### config.mk
export PLATFORM = sky130hd
export DESIGN_NAME = trig_event_matrix
export DESIGN_NICKNAME = d
export VERILOG_FILES = /design/src/rtl/trig_matrix_pkg.sv /design/src/rtl/trig_cfg_bank.sv /design/src/rtl/trig_and_plane.sv /design/src/rtl/trig_or_plane.sv /design/src/rtl/trig_counter.sv /design/src/rtl/trig_event_matrix.sv
export SDC_FILE = /design/constraint.sdc
export NUM_CORES = 1
export LEC_CHECK = 0
export ABC_AREA = 1
export BUFFER_PORTS_ARGS = -buffer_cell sky130_fd_sc_hd__buf_2
export CELL_PAD_IN_SITES_DETAIL_PLACEMENT = 1
export CELL_PAD_IN_SITES_GLOBAL_PLACEMENT = 2
export CORE_ASPECT_RATIO = 0.9
export CORE_MARGIN = 5
export CORE_UTILIZATION = 35
export DETAILED_ROUTE_END_ITERATION = 6
export PLACE_DENSITY = 0.79
export SLEW_MARGIN = 10
export SYNTH_ARGS = -nofsm -noshare
export SYNTH_HDL_FRONTEND = slang
export SYNTH_HIERARCHICAL = 1
export SYNTH_SLANG_ARGS = --single-unit
export TNS_END_PERCENT = 10
### constraint.sdc
create_clock -name clk -period 5.2 [get_ports clk]
set_input_delay 1.04 -clock clk [delete_from_list [all_inputs] [get_ports clk]]
set_output_delay 1.04 -clock clk [all_outputs]
set_load 0.02 [all_outputs]
### src/rtl/trig_matrix_pkg.sv
package trig_matrix_pkg;

    // Literal mode of one AND-term input
    typedef enum logic [1:0] {
        LIT_IGNORE   = 2'b00,
        LIT_DIRECT   = 2'b01,
        LIT_INVERT   = 2'b10,
        LIT_IGNORE_B = 2'b11
    } lit_sel_e;

    // Mode of one OR-plane input
    typedef enum logic [1:0] {
        ORM_OFF    = 2'b00,
        ORM_DIRECT = 2'b01,
        ORM_NEGATE = 2'b10,
        ORM_RISE   = 2'b11
    } or_mode_e;

    // Fixed pool line read by literal k of term t
    function automatic int term_src(input int t, input int k, input int n);
        case (t)
            0:       return k % n;
            1:       return (2 * k) % n;
            2:       return ((k == 0) ? 1 : 2 * k) % n;
            3:       return ((k == 0) ? 3 : k + 3) % n;
            default: return (7 + 4 * (t - 4) + k) % n;
        endcase
    endfunction

endpackage

### src/rtl/trig_cfg_bank.sv
module trig_cfg_bank #(
    parameter int N_REG = 16,
    parameter int DW    = 16,
    parameter int AW    = 4
) (
    input  logic                clk,
    input  logic                rst_n,
    input  logic                we,
    input  logic [AW-1:0]       addr,
    input  logic [DW-1:0]       wdata,
    output logic [N_REG*DW-1:0] cfg_flat
);

    logic [N_REG*DW-1:0] shadow_q;
    logic [N_REG*DW-1:0] active_q;

    always_ff @(posedge clk or negedge rst_n) begin
        if (!rst_n) begin
            shadow_q <= '0;
            active_q <= '0;
        end else begin
            for (int r = 0; r < N_REG; r++) begin
                if (we && addr == AW'(r)) begin
                    shadow_q[r*DW +: DW] <= wdata;
                end
            end
            active_q <= shadow_q;
        end
    end

    assign cfg_flat = active_q;

    // the active bank moves only two edges after a write strobe
    a_r10_active_lags_write: assert property (@(posedge clk) disable iff (!rst_n)
        !$past(we, 2) |-> $stable(active_q));

endmodule

### src/rtl/trig_and_plane.sv
module trig_and_plane
    import trig_matrix_pkg::*;
#(
    parameter int N_IN       = 16,
    parameter int N_TERM     = 8,
    parameter int N_LIT      = 4,
    parameter bit GATE_TERMS = 1'b1
) (
    input  logic [N_IN-1:0]           pool,
    input  logic [N_TERM*2*N_LIT-1:0] sel_flat,
    input  logic [N_TERM-1:0]         term_en,
    output logic [N_TERM-1:0]         ev
);

    logic [N_TERM*N_LIT-1:0] lit;

    for (genvar t = 0; t < N_TERM; t++) begin : g_term
        for (genvar k = 0; k < N_LIT; k++) begin : g_lit
            localparam int SRC = term_src(t, k, N_IN);
            always_comb begin
                unique case (lit_sel_e'(sel_flat[(t*N_LIT+k)*2 +: 2]))
                    LIT_DIRECT: lit[t*N_LIT+k] = pool[SRC];
                    LIT_INVERT: lit[t*N_LIT+k] = ~pool[SRC];
                    default:    lit[t*N_LIT+k] = 1'b1;
                endcase
            end
        end
        if (GATE_TERMS) begin : g_gate
            assign ev[t] = term_en[t] & (&lit[t*N_LIT +: N_LIT]);
        end else begin : g_nogate
            assign ev[t] = &lit[t*N_LIT +: N_LIT];
        end
    end

endmodule

### src/rtl/trig_or_plane.sv
module trig_or_plane
    import trig_matrix_pkg::*;
#(
    parameter int N_TERM = 8,
    parameter int N_ACT  = 4
) (
    input  logic                      clk,
    input  logic                      rst_n,
    input  logic [N_TERM-1:0]         ev,
    input  logic [N_ACT*2*N_TERM-1:0] mode_flat,
    output logic [N_ACT-1:0]          act
);

    logic [N_TERM-1:0] prev_q;
    logic [N_TERM-1:0] rise;

    // Previous value starts high so a level already true at reset gives no pulse
    always_ff @(posedge clk or negedge rst_n) begin
        if (!rst_n) prev_q <= '1;
        else        prev_q <= ev;
    end

    assign rise = ev & ~prev_q;

    for (genvar j = 0; j < N_ACT; j++) begin : g_act
        always_comb begin
            act[j] = 1'b0;
            for (int i = 0; i < N_TERM; i++) begin
                unique case (or_mode_e'(mode_flat[(j*N_TERM+i)*2 +: 2]))
                    ORM_OFF:    act[j] = act[j];
                    ORM_DIRECT: act[j] = act[j] | ev[i];
                    ORM_NEGATE: act[j] = act[j] | ~ev[i];
                    ORM_RISE:   act[j] = act[j] | rise[i];
                endcase
            end
        end
    end

    // an edge pulse never lasts two cycles
    for (genvar i = 0; i < N_TERM; i++) begin : g_chk
        a_r6_single_pulse: assert property (@(posedge clk) disable iff (!rst_n)
            rise[i] |=> !rise[i]);
    end

endmodule

### src/rtl/trig_counter.sv
module trig_counter #(
    parameter int N_TERM = 8,
    parameter int CNT_W  = 16
) (
    input  logic              clk,
    input  logic              rst_n,
    input  logic [N_TERM-1:0] ev,
    input  logic [N_TERM-1:0] inc_mask,
    input  logic [N_TERM-1:0] clr_mask,
    input  logic [CNT_W-1:0]  limit,
    output logic              hit
);

    localparam logic [CNT_W-1:0] CNT_MAX = '1;

    typedef enum logic [1:0] {
        CS_HOLD, CS_STEP, CS_CLEAR, CS_SATURATED
    } cnt_state_e;

    logic             inc_req;
    logic             clr_req;
    logic [CNT_W-1:0] cnt_q;
    cnt_state_e       nxt_op;

    assign inc_req = (|inc_mask) & (&(ev | ~inc_mask));
    assign clr_req = (|clr_mask) & (&(ev | ~clr_mask));

    always_comb begin
        if (clr_req)                         nxt_op = CS_CLEAR;
        else if (inc_req && cnt_q == CNT_MAX) nxt_op = CS_SATURATED;
        else if (inc_req)                    nxt_op = CS_STEP;
        else                                 nxt_op = CS_HOLD;
    end

    always_ff @(posedge clk or negedge rst_n) begin
        if (!rst_n) begin
            cnt_q <= '0;
        end else begin
            unique case (nxt_op)
                CS_CLEAR:     cnt_q <= '0;
                CS_STEP:      cnt_q <= cnt_q + CNT_W'(1);
                CS_SATURATED: cnt_q <= CNT_MAX;
                CS_HOLD:      cnt_q <= cnt_q;
            endcase
        end
    end

    assign hit = (cnt_q == limit);

    // clear dominates
    a_r8_clear_wins: assert property (@(posedge clk) disable iff (!rst_n)
        clr_req |=> cnt_q == '0);
    // single step on increment
    a_r7_step_one: assert property (@(posedge clk) disable iff (!rst_n)
        (inc_req && !clr_req && cnt_q != CNT_MAX) |=> cnt_q == $past(cnt_q) + CNT_W'(1));
    // no wrap past all-ones
    a_r7_no_wrap: assert property (@(posedge clk) disable iff (!rst_n)
        (cnt_q == CNT_MAX && !clr_req) |=> cnt_q == CNT_MAX);

endmodule

### src/rtl/trig_event_matrix.sv
module trig_event_matrix #(
    parameter int N_IN       = 16,
    parameter int N_TERM     = 8,
    parameter int N_ACT      = 4,
    parameter int N_CNT      = 2,
    parameter int CNT_W      = 16,
    parameter int DW         = 16,
    parameter bit GATE_TERMS = 1'b1,
    localparam int N_EXT     = N_IN - N_CNT,
    localparam int N_REG     = N_TERM + N_ACT + 2 * N_CNT,
    localparam int AW        = $clog2(N_REG)
) (
    input  logic             clk,
    input  logic             rst_n,
    input  logic             cfg_we,
    input  logic [AW-1:0]    cfg_addr,
    input  logic [DW-1:0]    cfg_wdata,
    input  logic [N_EXT-1:0] ext_trig,
    output logic [N_ACT-1:0] act_out,
    output logic [N_CNT-1:0] cnt_hit
);

    localparam int N_LIT     = 4;
    localparam int TERM_BASE = 0;
    localparam int ACT_BASE  = TERM_BASE + N_TERM;
    localparam int CTL_BASE  = ACT_BASE + N_ACT;
    localparam int LIM_BASE  = CTL_BASE + N_CNT;
    localparam int SPARE_W   = DW - 2 * N_LIT - 1;

    logic [N_REG*DW-1:0]         cfg_flat;
    logic [N_IN-1:0]             pool;
    logic [N_TERM*2*N_LIT-1:0]   and_sel;
    logic [N_TERM-1:0]           term_en;
    logic [N_TERM-1:0]           ev;
    logic [N_ACT*2*N_TERM-1:0]   or_mode;
    logic [N_TERM-1:0]           unused_term_bits;

    trig_cfg_bank #(.N_REG(N_REG), .DW(DW), .AW(AW)) u_cfg (
        .clk      (clk),
        .rst_n    (rst_n),
        .we       (cfg_we),
        .addr     (cfg_addr),
        .wdata    (cfg_wdata),
        .cfg_flat (cfg_flat)
    );

    assign pool = {cnt_hit, ext_trig};

    for (genvar t = 0; t < N_TERM; t++) begin : g_tw
        assign and_sel[t*2*N_LIT +: 2*N_LIT] = cfg_flat[(TERM_BASE+t)*DW +: 2*N_LIT];
        assign term_en[t]                    = cfg_flat[(TERM_BASE+t)*DW + 2*N_LIT];
        assign unused_term_bits[t]           = ^cfg_flat[(TERM_BASE+t)*DW + 2*N_LIT + 1 +: SPARE_W];
    end

    for (genvar j = 0; j < N_ACT; j++) begin : g_aw
        assign or_mode[j*2*N_TERM +: 2*N_TERM] = cfg_flat[(ACT_BASE+j)*DW +: 2*N_TERM];
    end

    trig_and_plane #(
        .N_IN(N_IN), .N_TERM(N_TERM), .N_LIT(N_LIT), .GATE_TERMS(GATE_TERMS)
    ) u_and (
        .pool     (pool),
        .sel_flat (and_sel),
        .term_en  (term_en),
        .ev       (ev)
    );

    trig_or_plane #(.N_TERM(N_TERM), .N_ACT(N_ACT)) u_or (
        .clk       (clk),
        .rst_n     (rst_n),
        .ev        (ev),
        .mode_flat (or_mode),
        .act       (act_out)
    );

    for (genvar c = 0; c < N_CNT; c++) begin : g_cnt
        trig_counter #(.N_TERM(N_TERM), .CNT_W(CNT_W)) u_cnt (
            .clk      (clk),
            .rst_n    (rst_n),
            .ev       (ev),
            .inc_mask (cfg_flat[(CTL_BASE+c)*DW +: N_TERM]),
            .clr_mask (cfg_flat[(CTL_BASE+c)*DW + N_TERM +: N_TERM]),
            .limit    (cfg_flat[(LIM_BASE+c)*DW +: CNT_W]),
            .hit      (cnt_hit[c])
        );
    end

endmodule

; ---- Word-level counts from Yosys, hierarchy flattened
; Index checks and enable logic that the tools add are counted.
[totals]
regBits = 552
out_inout_bits = 6
[classes]
n_addsub = 2
n_eq_ne = 185
mux = 72
n_bitwise = 130
n_reduce_logical = 69
[ops]
columns = op, n
row1 = $eq 2x2->1 const B, 100
row2 = $eq 2x1->1 const B, 66
row3 = $pmux 1 s4, 32
row4 = $pmux 16 s3, 2
row5 = $or 1x1->1, 84
row6 = $logic_not 2->1, 34
row7 = $pmux 1 s2, 32
row8 = $not 8->8, 5
row9 = $add 16x1->16 const B, 2
row10 = $eq 16x16->1, 2
row11 = $eq 16x16->1 const B, 2
row12 = $eq 4x4->1 const B, 8
row13 = $or 8x8->8, 4
row14 = $reduce_and 4->1, 8
row15 = $reduce_and 8->1, 4
row16 = $reduce_or 8->1, 4
row17 = $not 1->1, 24
row18 = $logic_and 1x1->1, 18
row19 = $eq 4x3->1 const B, 4
row20 = $and 1x1->1, 12
row21 = $and 8x8->8, 1
row22 = $eq 4x2->1 const B, 2
row23 = $mux 2, 4
row24 = $eq 4x1->1 const B, 1
row25 = other kinds (2), 3

; ---- Longest topological paths before layout
[logic_depth]
ltp_word = 21
depth_mapped = 21
ltp_nobuf = 21

; ---- Cells and area by module
; The synthesis kept the hierarchy.
[by_module_without_submodules]
columns = module, n_inst, cells_each, area_each_um2
row1 = trig_cfg_bank, 1, 1448, 16877.4
row2 = trig_counter, 2, 227, 1500.2
row3 = trig_and_plane, 1, 280, 1666.6
row4 = trig_or_plane, 1, 246, 1199.9

; ---- Worst setup path before layout
; No wires, ideal clock.
[synth_timing]
path_kind = register to output
startpoint = reg g_cnt[0].u_cnt.cnt_q[3]
endpoint = out act_out[3]
arrival_ps = 2241
required_ps = 4160
path_slack_ps = 1919
stages_incl_launch_ff = 18
n_path_buf = 2
cell_sequence = dfrtp_1 buf_4 xor2_1 nor3_1 nand2_1 nor2_1 nand2_1 nand3_1 nand3_1 nor2_1 buf_6 nor2_1 nand2_1 nand2_1 inv_1 nand2_1 nor2_1 nand2_1
[synth_between]
elab_chain_cells = 12
elab_cells_between_ends = 19
[synth_lines]
columns = item, line_no
row1 = "start, declared", trig_counter.sv:22  ; logic [CNT_W-1:0] cnt_q;
row2 = "start signal, assigned", trig_counter.sv:41  ; CS_STEP: cnt_q <= cnt_q + CNT_W'(1);
row3 = "start signal, assigned", trig_counter.sv:43  ; CS_HOLD: cnt_q <= cnt_q;
row4 = $eq 16x16->1 *, trig_counter.sv:48  ; assign hit = (cnt_q == limit);
row5 = via cnt_hit[0], trig_event_matrix.sv:20  ; output logic [N_CNT-1:0] cnt_hit
row6 = $not 1->1, trig_and_plane.sv:23  ; LIT_INVERT: lit[t*N_LIT+k] = ~pool[SRC];
row7 = $pmux 1 s2 *, trig_and_plane.sv:21  ; unique case (lit_sel_e'(sel_flat[(t*N_LIT+k)*2 +: 2]))
row8 = $reduce_and 4->1 *, trig_and_plane.sv:29  ; assign ev[t] = term_en[t] & (&lit[t*N_LIT +: N_LIT]);
row9 = $and 1x1->1 *, trig_and_plane.sv:29
row10 = via ev[5], trig_event_matrix.sv:34  ; logic [N_TERM-1:0] ev;
row11 = $and 8x8->8 or $not 1->1 (tied branches), "trig_or_plane.sv:23, trig_or_plane.sv:32"
row12 = $or 1x1->1 (on tied branches), "trig_or_plane.sv:33, trig_or_plane.sv:32"
row13 = $pmux 1 s4 *, trig_or_plane.sv:29  ; unique case (or_mode_e'(mode_flat[(j*N_TERM+i)*2 +: 2]))
row14 = $or 1x1->1 (on tied branches), "trig_or_plane.sv:33, trig_or_plane.sv:31, trig_or_plane.sv:32"
row15 = $pmux 1 s4 *, trig_or_plane.sv:29
row16 = $or 1x1->1 (on tied branches), "trig_or_plane.sv:33, trig_or_plane.sv:31, trig_or_plane.sv:32"
row17 = $pmux 1 s4 *, trig_or_plane.sv:29
row18 = "end, declared", trig_event_matrix.sv:19  ; output logic [N_ACT-1:0] act_out,
; Mark *: on every way through the listed nets, which the timed path passes. The rest lies on a longest branch.

; ---- Worst setup path in the final report
[layout_timing]
startpoint = reg g_cnt[1].u_cnt.cnt_q[7]
endpoint = out act_out[3]
[layout_between]
elab_chain_cells = 10
elab_cells_between_ends = 15
[layout_lines]
columns = item, line_no
row1 = "start, declared", trig_counter.sv:22
row2 = "start signal, assigned", trig_counter.sv:41
row3 = "start signal, assigned", trig_counter.sv:43
row4 = $eq 16x16->1 *, trig_counter.sv:48
row5 = $not 1->1, trig_and_plane.sv:23
row6 = $pmux 1 s2 *, trig_and_plane.sv:21
row7 = $reduce_and 4->1 *, trig_and_plane.sv:29
row8 = $and 1x1->1 *, trig_and_plane.sv:29
row9 = via ev[6], trig_event_matrix.sv:34
row10 = $and 8x8->8 or $not 1->1 (tied branches), "trig_or_plane.sv:23, trig_or_plane.sv:32"
row11 = $or 1x1->1 (on tied branches), "trig_or_plane.sv:33, trig_or_plane.sv:32"
row12 = $pmux 1 s4 *, trig_or_plane.sv:29
row13 = $or 1x1->1 (on tied branches), "trig_or_plane.sv:33, trig_or_plane.sv:31, trig_or_plane.sv:32"
row14 = $pmux 1 s4 *, trig_or_plane.sv:29
; Marked as above.

==> metrics <==
GP Congestion 0.808; width of the die around 260 um; DP Wirelength 35.1 mm; hold path start u_cfg/shadow_q[236]$_DFFE_PN0P_; Leakage 11.1 nW; Initial DRC Count 799; Crit-path slowest cell dfrtp_1; DRC Markers 0; fillcell total 6,265; initial antenna violation count 2; global-route wire length before repair ~86 mm; final WL about 54 mm; kind of critical path reg2out; Slew @ Worst Pin 877 ps; max incr delay on CP ~460 ps; total grt overflow 0; Post-CTS Hold Buffers 0; Final WS setup 1060 ps; cts repair resizes 0; mapped cell area 0.0192 sq mm; nets 2,244; I/O pin cnt 43; CTS Buf Count 48; Post-CTS Setup Inserts 0; max-cap violations 0; unrepaired setup endpoints after global routing no; vias in the first global route 14,900; pin count of the biggest net entering global routing 109; H-tree depth 2; Port Buffer Count 42; pwr dens 450 mW/mm^2; clock latency on the worst-skew pair 590 ps; status complete, no violations; CP max FO 11; critical path endpoint category output pin; Final Critical Period 4140 ps; Mapped Cells 2,141; Max IR drop VDD between 0.0002 and 0.00025 V; r2r worst-path depth 19; First-pass DRT Iterations 5; synth-to-layout area growth 12.5%; Vias/cell 4.84; CP arrival 3100 ps; total track usage 18.3%; clk buf depth 3; syn nets 2,244; hold path depth 0; final slew viol count 0; root buf cell clkbuf_16; normalized max-slew margin between 40% and 50%; die area 0.0597 sq mm; post-route ant nets 0; most used cell, CP nand2_1; Initial Util between 30% and 40%; CTS tree done; clk sinks 440; final number of hold-violating endpoints 0; WHS Endpoint u_cfg/cfg_flat[236]$_DFF_PN0_; Final Skew 24.5 ps; ANT cells 0; Critical Path RT between 4000 and 5000 ps; Setup-failing EPs final 0; flop-to-flop setup slack 1640 ps; Tcrit/Tclk final between 70% and 80%; Ys Warns 6; Avg Inst Size Synth 8.97 sq um; worst slack, placed 1490 ps; total number of vias ~14,000; Tightest Hold Check Type reg2reg; total core area 0.0543 sq mm; Die Ht 232 um; share of layout cells above drive strength 1 11.2%; R2R Path Start g_cnt[1].u_cnt/cnt_q[7]$_DFFE_PN0P_; row count 81; Max Freq 242 MHz; clk slew on worst S/H paths roughly 60 ps; setup tns final 0 ps; WL per Instance 18.6 um; CP Cell Sequence xnor2_1, nand3_1, nor3_1, nand2_1, nor2_1, a21oi_1, nand2_1, nand2_1, nor2_1, buf_4, nor2_1, nand2_1, nand2_1, inv_1, nand2_1, nor2_1, nand2_1, buf_2; Critical Path Start Type register; reg2reg end g_cnt[1].u_cnt/cnt_q[3]$_DFFE_PN0P_
state kept, by name (all words and copies together), names as in the netlist:
name,count
u_cfg/shadow_q,200
g_cnt.u_cnt/cnt_q,32
u_or/prev_q,8
u_cfg/cfg_flat,200
area by class of cell:
cell class / count / area [sq um] / share of cell area (%)
Clock buffer: 69 / 1420 / 6.58
Inverter: 212 / 808 / 3.74
Multi-Input combinational cell: 1376 / 6810 / 31.5
Sequential cell: 440 / 11000 / 51.0
Clock inverter: 16 / 243 / 1.12
Tap cell: 705 / 882 / 4.08
Timing Repair Buffer: 63 / 415 / 1.92
metrics by stage:
step | util (%) | std cells | power [mW] | hold slack (ps) | cell area (sq um)
finish | 39.8 | 2881 | 9.71 | 369 | 21600
global route | 39.8 | 2881 | 10.3 | 372 | 21600
CTS | 39.8 | 2881 | 9.85 | 368 | 21600
detailed placement | 36.7 | 2796 | 6.18 | 360 | 19900
global placement | 36.7 | 2796 | 6.08 | 358 | 19900
floorplan | - | 2141 | 5.56 | 354 | 19200
critical path, delay by kind of cell (launching register included):
| kind | cells | cell delay, ps |
|---|---|---|
| flip-flops | 1 | 460 |
| AO/OA/AOI/OAI | 1 | 100 |
| XOR/XNOR | 1 | 200 |
| AND/OR/NAND/NOR | 13 | 1270 |
| buffers and inverters | 3 | 470 |
cells in the final DEF, fill, tap and decap left out, drive strengths merged:
cell,instances
a21oi,18
buf,63
bufinv,6
clkbuf,69
clkinv,11
clkinvlp,2
dfrtp,432
dfstp,8
ha,66
inv,209
nand2,832
nand3,159
nand4,62
nor2,128
nor3,8
o2111ai,2
o211ai,8
o21ai,26
o21bai,25
or2,8
xnor2,12
xor2,22
metal layers:
layer  part of all wire (%)  vias up  GRT usage (%)
met4                    2.4        4           4.75
li1                       -     6605              -
met1                     48     7086           25.5
met5                  0.043        -              0
met2                     47      183           30.1
met3                    3.3       80           2.84
power breakdown:
part           switching [mW]  leakage [nW]  internal (mW)
Combinational            1.03          4.73          0.552
Sequential              0.416          5.57           4.11
Clock                    1.41         0.817           2.19
worst max path at each step:
stage                                                     from                                   to  slack, ps
after CTS                 g_cnt[0].u_cnt/cnt_q[12]$_DFFE_PN0P_                           act_out[0]        970
after global placement                             ext_trig[3]                           act_out[3]       1480
final                      g_cnt[1].u_cnt/cnt_q[7]$_DFFE_PN0P_                           act_out[3]       1060
after global routing      g_cnt[0].u_cnt/cnt_q[10]$_DFFE_PN0P_                           act_out[1]        770
after floorplan            g_cnt[0].u_cnt/cnt_q[3]$_DFFE_PN0P_                           act_out[3]       1920
after detailed placement                           ext_trig[3]  g_cnt[1].u_cnt/cnt_q[3]$_DFFE_PN0P_       1490
No activity file was read; power rests on OpenSTA's default activity.
